--- config.mk ---
export PLATFORM = sky130hd
export DESIGN_NAME = eopf_timer
export DESIGN_NICKNAME = d
export VERILOG_FILES = /design/src/rtl/eopf_pkg.sv /design/src/rtl/eopf_thresh.sv /design/src/rtl/eopf_counter.sv /design/src/rtl/eopf_status.sv /design/src/rtl/eopf_timer.sv
export SDC_FILE = /design/constraint.sdc
export NUM_CORES = 1
export LEC_CHECK = 0
export BUFFER_PORTS_ARGS = -buffer_cell sky130_fd_sc_hd__clkbuf_2
export CORE_MARGIN = 10
export CORE_UTILIZATION = 45
export CTS_CLUSTER_DIAMETER = 60
export CTS_CLUSTER_SIZE = 20
export DETAILED_ROUTE_END_ITERATION = 16
export SLEW_MARGIN = 10
export SYNTH_ARGS = -nofsm -noshare
export SYNTH_HDL_FRONTEND = slang
export SYNTH_SLANG_ARGS = --single-unit
--- constraint.sdc ---
create_clock -name clk_i -period 3.4 [get_ports clk_i]
set_input_delay 0.17 -clock clk_i [delete_from_list [all_inputs] [get_ports clk_i]]
set_output_delay 0.17 -clock clk_i [all_outputs]
set_load 0.01 [all_outputs]
--- src/rtl/eopf_pkg.sv ---
package eopf_pkg;
  typedef logic [1:0] pct_sel_t;
  localparam int unsigned NUM_SEL = 4;

  function automatic int unsigned pct_of(input int unsigned code);
    return 32'd80 + 32'd5 * code;
  endfunction
endpackage

--- src/rtl/eopf_thresh.sv ---
module eopf_thresh
  import eopf_pkg::*;
#(
  parameter int unsigned HS_CYCLES = 7500,
  parameter int unsigned FS_CYCLES = 60000,
  parameter int unsigned CW        = 16
) (
  input  logic          hs_i,
  input  pct_sel_t      sel_i,
  output logic [CW-1:0] thr_o
);
  logic [CW-1:0] hs_tab [NUM_SEL];
  logic [CW-1:0] fs_tab [NUM_SEL];

  for (genvar c = 0; c < NUM_SEL; c++) begin : g_tab
    localparam int unsigned HS_T = HS_CYCLES * pct_of(c) / 100;
    localparam int unsigned FS_T = FS_CYCLES * pct_of(c) / 100;
    assign hs_tab[c] = CW'(HS_T);
    assign fs_tab[c] = CW'(FS_T);
  end

  assign thr_o = hs_i ? hs_tab[sel_i] : fs_tab[sel_i];
endmodule

--- src/rtl/eopf_counter.sv ---
module eopf_counter #(
  parameter int unsigned CW = 16
) (
  input  logic          clk_i,
  input  logic          rst_ni,
  input  logic          sof_i,
  input  logic [CW-1:0] thr_i,
  output logic          fire_set_o,
  output logic          fire_o
);
  logic [CW-1:0] cnt_q, thr_q, cnt_inc;
  logic          armed_q, fire_q;

  assign cnt_inc    = cnt_q + CW'(1);
  // threshold reached at this edge
  assign fire_set_o = !sof_i && armed_q && (cnt_inc == thr_q);
  assign fire_o     = fire_q;

  always_ff @(posedge clk_i or negedge rst_ni) begin
    if (!rst_ni) begin
      cnt_q   <= '0;
      thr_q   <= '0;
      armed_q <= 1'b0;
      fire_q  <= 1'b0;
    end else if (sof_i) begin
      cnt_q   <= '0;
      thr_q   <= thr_i;
      armed_q <= 1'b1;
      fire_q  <= 1'b0;
    end else begin
      fire_q <= fire_set_o;
      if (armed_q) begin
        cnt_q <= cnt_inc;
        if (fire_set_o) armed_q <= 1'b0;
      end
    end
  end

  assert_pulse_single_R4: assert property (@(posedge clk_i) disable iff (!rst_ni)
    fire_q |=> !fire_q);
  assert_sof_suppresses_R5: assert property (@(posedge clk_i) disable iff (!rst_ni)
    sof_i |=> !fire_q);
  assert_count_below_thr_R1: assert property (@(posedge clk_i) disable iff (!rst_ni)
    armed_q |-> (cnt_q < thr_q));
endmodule

--- src/rtl/eopf_status.sv ---
module eopf_status (
  input  logic clk_i,
  input  logic rst_ni,
  input  logic set_i,
  input  logic clr_i,
  output logic sts_o
);
  logic sts_q;

  // set wins over a coincident clear
  always_ff @(posedge clk_i or negedge rst_ni) begin
    if (!rst_ni) sts_q <= 1'b0;
    else         sts_q <= set_i | (sts_q & ~clr_i);
  end

  assign sts_o = sts_q;

  assert_fall_needs_clear_R6: assert property (@(posedge clk_i) disable iff (!rst_ni)
    $fell(sts_q) |-> $past(clr_i));
  assert_set_lands_R6: assert property (@(posedge clk_i) disable iff (!rst_ni)
    set_i |=> sts_q);
endmodule

--- src/rtl/eopf_timer.sv ---
module eopf_timer
  import eopf_pkg::*;
#(
  parameter int unsigned HS_CYCLES = 7500,
  parameter int unsigned FS_CYCLES = 60000,
  localparam int unsigned CW = $clog2(FS_CYCLES + 1)
) (
  input  logic       clk_i,
  input  logic       rst_ni,
  input  logic       sof_i,
  input  logic       hs_i,
  input  logic [1:0] sel_i,
  input  logic       clr_i,
  output logic       irq_o,
  output logic       sts_o
);
  logic [CW-1:0] thr;
  logic          fire_set, fire;

  eopf_thresh #(.HS_CYCLES(HS_CYCLES), .FS_CYCLES(FS_CYCLES), .CW(CW)) u_thresh (
    .hs_i  (hs_i),
    .sel_i (pct_sel_t'(sel_i)),
    .thr_o (thr)
  );

  eopf_counter #(.CW(CW)) u_counter (
    .clk_i      (clk_i),
    .rst_ni     (rst_ni),
    .sof_i      (sof_i),
    .thr_i      (thr),
    .fire_set_o (fire_set),
    .fire_o     (fire)
  );

  eopf_status u_status (
    .clk_i  (clk_i),
    .rst_ni (rst_ni),
    .set_i  (fire_set),
    .clr_i  (clr_i),
    .sts_o  (sts_o)
  );

  assign irq_o = fire;

  assert_irq_sets_status_R6: assert property (@(posedge clk_i) disable iff (!rst_ni)
    irq_o |-> sts_o);
  assert_irq_no_x_R3: assert property (@(posedge clk_i) disable iff (!rst_ni)
    !$isunknown({irq_o, sts_o}));
endmodule

==> summary.txt, run 1 <==
Run status
  • Status: finished with violations
  • Failing checks: negative hold slack

Route
  • Vias: 1613
  • Number of detailed-route iterations in the first pass: 4
  • Via density: 5.54
  • # DRC: 0
  • Post-Route WL: between 4000 and 5000 um
  • Antenna viol nets, final: 0
  • First-iteration detailed-routing DRC count: roughly 110
  • WL per Instance: ~15 um

Synth
  • Xor/xnor cell area share of the yosys netlist: 0.114
  • Top post-synthesis cells by area: dfrtp_1 (41%), xnor2_1 (6.5%), xor2_1 (4.9%)
  • FFs w/ async S/R, synth: 1.00
  • Post-synth net total: around 250
  • Post-Syn Area: around 0.0021 sq mm
  • Top-area cell type share of the netlist area: 0.408
  • Seq cells post-synth: 35
  • Synth Area per Inst: between 9 and 10 sq um
  • Register area share after synthesis: 0.408
  • Synth area leader: dfrtp_1
  • Post-synthesis mux area share: 0.0455
  • Post-synthesis compound-gate area fraction: 0.138
  • Post-synthesis cell count: about 240
  • Main combinational cell family by area after synthesis: simple AND/OR/NAND/NOR gates
  • Post-Synth Simple-Gate Area: 0.219
  • Ys Warns: 0
  • Synth Area in Adders: 0.0233
  • Netlist cell types: between 40 and 50
  • Post-synth EDFFs: 0
  • Top FF cell, synth: dfrtp_1

Global route
  • First-pass GRT wire length: approximately 7800 um
  • Vias in the first global route: ~1600
  • Gr usage total: 0.125
  • Initial antenna violation count: 0
  • Largest net degree at the start of global routing: about 40
  • Global route overflow: 0

Timing
  • FMAX: between 400 and 500 MHz
  • Minimum clock period: roughly 2.4 ns
  • Setup skew after layout: 0.00335 ns
  • Pins Over Slew Limit: 0
  • Final Setup Violations: 0
  • Unrepaired setup endpoints after global routing: false
  • Final setup TNS: 0 ns
  • Final period util: 0.710
  • Worst hold slack: -0.0326 ns
  • Worst slew margin: 0.428
  • Hold Vio Cnt, Final: 35
  • Actual slew at the worst max-slew pin: 0.858 ns

Worst setup path
  • Critical Path End Type: flip-flop
  • R2r setup slk: between 0.9 and 1 ns
  • Setup crit start kind: flip-flop
  • Crit path DAT: 2.58 ns
  • Worst path required time: 3.57 ns
  • Worst R2R Start: u_counter.cnt_q[0]$_DFFE_PN0P_
  • Crit path from: u_counter.cnt_q[0]$_DFFE_PN0P_
  • Reg2reg end: u_counter.armed_q$_DFF_PN0_
  • Max FO, Critical Path: 8
  • Crit Path Class: flip-flop to flip-flop
  • CP endpoint: u_counter.armed_q$_DFF_PN0_
  • Worst r2r path cells: 7

Final layout
  • Share of layout cells above drive strength 1: 0.131
  • Area grow syn2layout: 7.87%
  • Final non-filler cell total: 291
  • Layout net count: around 250
  • Antenna fix cells: 0

Clocking
  • CTS Buffer Depth: 2
  • Skew-Pair Late Insertion Delay: 0.29 ns
  • Postcts setup bufs: 0
  • Root Buffer: clkbuf_8
  • TritonCTS clock tree: built
  • Sink Count: 35
  • CTS Buf Count: 5
  • H-tree depth: 2
  • CTS hold repair buffers: 0
  • Clock slew at reported path FFs: about 0.070 ns
  • CTS resizes: 0

Place
  • Port Buffers: 8
  • RD Place Congestion: 0.855
  • Final HPWL DP: 3200 um
  • Dpl cells: approximately 280

Worst hold path
  • Hold Crit Class: primary input to async pin

Floorplanning
  • DIE AREA: just under 0.008 sq mm
  • Die width: between 80 and 90 um
  • Starting Density: 0.461
  • Io pins: 9
  • Die H: about 89 um
  • Core Region: between 0.004 and 0.005 sq mm
  • Std-Cell Rows: 25

Pwr
  • VDD IR-drop max: ~0.00023 V
  • Cell area power density: 424 mW/mm^2
  • P_leak: roughly 0.00098 uW

Run
  • Max_cap viols: 0
-- synthesized netlist by cell type (all sizes together), types with 2 or more instances --
library cell,instances
a21oi,16
mux2i,3
nor3,3
nor4,3
nor2b,8
or2,2
a2111oi,2
xor2,12
nor2,25
or3b,2
nand3,9
o21ai,8
a31oi,2
ha,4
clkbuf,8
mux2,6
inv,12
nand2b,2
xnor2,16
nand4,10
o22ai,5
a31o,2
or3,3
dfrtp,35
nand2,12
and3,4
buf,8
-- kinds of logic (layout without fill, tap and decap cells) --
| kind of cell | Yosys count | in the layout |
|---|---|---|
| and+or+nand+nor | 86 | 86 |
| AOI/OAI and AO/OA | 46 | 46 |
| DFF | 35 | 35 |
| xor gates and xnor gates | 28 | 28 |
| buffers and inverters | 28 | 29 |
| muxes | 9 | 9 |
| adders and majority gates | 4 | 4 |
-- metal layers --
layer | GRT usage | share of wire
met5 | 0 | 0
met4 | 0.0578 | 0.024
met3 | 0.0283 | 0.035
met2 | 0.186 | 0.44
met1 | 0.168 | 0.50
-- worst min-delay path by stage --
stage	from	end
after floorplan	rst_ni	u_counter.armed_q$_DFF_PN0_
after global placement	rst_ni	u_counter.cnt_q[4]$_DFFE_PN0P_
after detailed placement	rst_ni	u_counter.cnt_q[4]$_DFFE_PN0P_
after CTS	rst_ni	u_counter.cnt_q[11]$_DFFE_PN0P_
after global routing	rst_ni	u_counter.cnt_q[7]$_DFFE_PN0P_
final	rst_ni	u_counter.cnt_q[4]$_DFFE_PN0P_
-- flip-flops by register name (all words and copies together) (netlist names) --
register           cells
u_counter.cnt_q       16
u_counter.thr_q       16
u_counter.armed_q      1
u_counter.fire_o       1
u_status.sts_o         1
-- where the power goes --
part / total [uW] / leakage [uW] / internal, uW / switching (uW)
Combinational: 114 / 0.000474 / 53.0 / 60.9
Clock: 402 / 0.0000618 / 241 / 161
Sequential: 466 / 0.000443 / 438 / 27.6
Total: 981 / 0.000978 / 732 / 249
-- worst max-delay path, stage by stage (launching register included) --
cell and delay, ns:
dfrtp_1 0.51, ha_1 0.35, nand3_1 0.19, o311a_1 0.39, a2111oi_2 0.28, nand4_1 0.15
nor4_2 0.34, nor2_1 0.09
-- stage by stage --
step	area [sq um]	hold WS [ns]	utilization	total power (uW)	setup slack, ns
floorplan	2150	-0.126	-	553	1.32
global placement	2190	0.326	0.471	588	1.06
detailed placement	2190	0.329	0.471	589	0.973
CTS	2320	0.0113	0.497	992	0.961
global route	2320	0.0508	0.497	1030	0.719
finish	2320	-0.0326	0.497	981	0.988
-- layout by cell type, fill, tap and decap left out, types with 3 or more instances in the layout --
cell type   n
nand4_1     8
xnor2_1    16
and3_1      4
xor2_1     12
nor3_1      3
clkbuf_8    6
inv_1      12
dfrtp_1    35
nand2_1    12
a21oi_1    16
nor2_1     25
ha_1        4
nand3_1     9
mux2i_1     3
o22ai_1     5
nor2b_1     8
clkbuf_2    8
mux2_2      6
o21ai_0     7
or3_1       3
-- final cells by class --
type | instances | area, sq um
Fill cell | 447 | 2340
Clock buffer | 6 | 82.6
Inverter | 12 | 45.0
Multi-Input combinational cell | 173 | 1160
Tap cell | 54 | 67.6
Clock inverter | 2 | 38.8
Timing Repair Buffer | 9 | 47.5
Sequential cell | 35 | 876
No activity file was read; power rests on OpenSTA's default activity.
==> inputs of run 2 (changes only) <==
==> constraint.sdc (replaced) <==
create_clock -name clk_i -period 2.39 [get_ports clk_i]
set_input_delay 0.1195 -clock clk_i [delete_from_list [all_inputs] [get_ports clk_i]]
set_output_delay 0.1195 -clock clk_i [all_outputs]
set_load 0.01 [all_outputs]
==> run 2 against run 1 <==
The run now ends clean. Utilization rose by 1.5 points. Total power grew 34%. Sequential cell count did not move. Worst hold slack improved by 0.11 ns. Fmax grew 12%. Clock power up 19%. First-iteration DRC count rose by 88%. Register-to-register slack worse by 0.75 ns.
==> summary.txt, run 2 (same netlist as run 1, synthesis figures left out) <==
Final layout
  • Layout net count: 256
  • Commonest non-fill, non-tap cell in the layout: dfrtp_1
  • Most frequent cells in the layout: dfrtp_1 (34), nor2_1 (25), xnor2_1 (16), a21oi_1 (16)
  • Share of layout cells above drive strength 1: 0.171
  • # fillers: about 450
  • Area grow syn2layout: 11.2%
  • Final instance area: roughly 0.0024 sq mm
  • Antenna fix cells: 0
  • Largest regs: u_counter.cnt_q (16), u_counter.thr_q (16)

Timing
  • FMAX: around 460 MHz
  • Final period util: 0.902
  • Actual slew at the worst max-slew pin: 0.858 ns
  • Minimum clock period: between 2 and 2.5 ns
  • Hold Vio Cnt, Final: 0
  • Final setup TNS: 0 ns
  • Final Setup Violations: 0
  • Setup skew after layout: about 0.0039 ns
  • Worst slew margin: 0.428
  • Pins Over Slew Limit: 0
  • Unrepaired setup endpoints after global routing: false

Run status
  • Status: complete, no violations

Clocking
  • Sink Count: 35
  • Clock slew at reported path FFs: roughly 0.07 ns
  • Skew-Pair Late Insertion Delay: roughly 0.29 ns
  • TritonCTS clock tree: built
  • Root Buffer: clkbuf_8
  • H-tree depth: 2
  • Postcts setup bufs: 0
  • CTS Buf Count: 5
  • CTS Buffer Depth: 2

Global route
  • Largest net degree at the start of global routing: roughly 40
  • Vias in the first global route: roughly 1600
  • First-pass GRT wire length: slightly below 8000 um
  • Global route overflow: 0
  • Initial antenna violation count: 0
  • Gr usage total: 0.127

Worst setup path
  • CP Cell Sequence: nand4_2 -> nor3_1 -> and3_1 -> o221ai_1 -> nor4_4 -> nor2_1
  • Crit Path Class: flip-flop to flip-flop
  • R2r setup slk: about 0.23 ns
  • Max FO, Critical Path: 11
  • Slowest library cell on the worst path: dfrtp_1
  • Crit path DAT: 2.33 ns
  • Worst path required time: roughly 2.6 ns
  • Crit path from: u_counter.cnt_q[3]$_DFFE_PN0P_
  • Crit path buf inv count: 0
  • Peak per-stage delay on the critical path: about 0.55 ns
  • Critical Path End Type: flip-flop
  • Worst R2R Start: u_counter.cnt_q[3]$_DFFE_PN0P_
  • CP top delay family: simple AND/OR/NAND/NOR gates
  • Worst r2r path cells: 6
  • Reg2reg end: u_counter.armed_q$_DFF_PN0_
  • Setup crit start kind: flip-flop

Place
  • Final HPWL DP: between 3000 and 4000 um
  • Port Buffers: 8
  • Area after DPL: 0.00225 sq mm
  • RD Place Congestion: just under 1

Route
  • Post-Route WL: 4580 um
  • Number of detailed-route iterations in the first pass: 4
  • First-iteration detailed-routing DRC count: around 210
  • WL per Instance: 15.3 um
  • Vias: approximately 1700
  • Via density: between 5 and 6
  • Antenna viol nets, final: 0
  • # DRC: 0

Floorplanning
  • Io pins: 9
  • Core Region: roughly 0.0047 sq mm
  • Std-Cell Rows: 25
  • Starting Density: 0.461
  • Die H: around 89 um
  • DIE AREA: around 0.0079 sq mm
  • Die width: a little under 90 um

Pwr
  • Cell area power density: 550 mW/mm^2
  • VDD IR-drop max: ~0.00027 V
  • P_leak: slightly above 0.001 uW

Worst hold path
  • Hold Path End: u_status.sts_o$_DFF_PN0_
  • Hold Crit Depth: 3
  • Hold path start: clr_i
  • Hold Crit Class: primary input to flip-flop

Run
  • Max_cap viols: 0
[run 2: worst max-delay path by stage]
stage          cells after the start  slack, ns                          end
3_3_place_gp                       7       0.18  u_counter.armed_q$_DFF_PN0_
2_1_floorplan                      8       0.31  u_counter.armed_q$_DFF_PN0_
4_1_cts                            7       0.09  u_counter.armed_q$_DFF_PN0_
5_1_grt                            6       0.06  u_counter.armed_q$_DFF_PN0_
6_report                           6       0.23  u_counter.armed_q$_DFF_PN0_
3_5_place_dp                       7       0.10  u_counter.armed_q$_DFF_PN0_
[run 2: layer usage]
layer / global-route usage / part of all wire / vias up
met5: 0 / 0 / -
met4: 0.0491 / 0.017 / 0
met3: 0.0356 / 0.049 / 10
met2: 0.188 / 0.43 / 38
met1: 0.171 / 0.50 / 763
li1: - / - / 845
[run 2: worst reg2reg max path, delay by kind of cell, from the launching register on]
kind | cells | cell delay, ns
simple gates | 5 | 1.30
compound gates | 1 | 0.18
flops | 1 | 0.55
[run 2: report_power, final]
group          switching (uW)  internal, uW  total [uW]
Sequential               36.0           624         660
Combinational            95.0          80.4         175
Clock                     216           262         478
[run 2: layout make-up]
| class | count | area (sq um) | share of cell area |
|---|---|---|---|
| multi-input combinational | 173 | 1180 | 0.493 |
| tap | 54 | 67.6 | 0.0283 |
| clock inverter | 1 | 7.51 | 0.00314 |
| inverter | 12 | 45.0 | 0.0189 |
| timing repair buffer | 18 | 118 | 0.0493 |
| sequential | 35 | 877 | 0.367 |
| clock buffer | 7 | 96.3 | 0.0404 |
[run 2: through the flow]
step	hold slack [ns]	cells	worst slack [ns]	utilization	total power [uW]
final	0.0778	300	0.234	0.512	1310
after global routing	0.0998	300	0.0595	0.512	1380
after CTS	0.0753	300	0.0854	0.508	1320
after detailed placement	0.277	291	0.102	0.484	840
after global placement	0.280	291	0.178	0.484	838
after floorplan	-0.176	236	0.306	-	786
[run 2: what timing repair did]
action / in CTS / in global routing
hold buffers: 1 / 0
resized for setup: 0 / 5
setup endpoints to repair: 0 / 3
endpoints found under the hold margin: 35 / 0
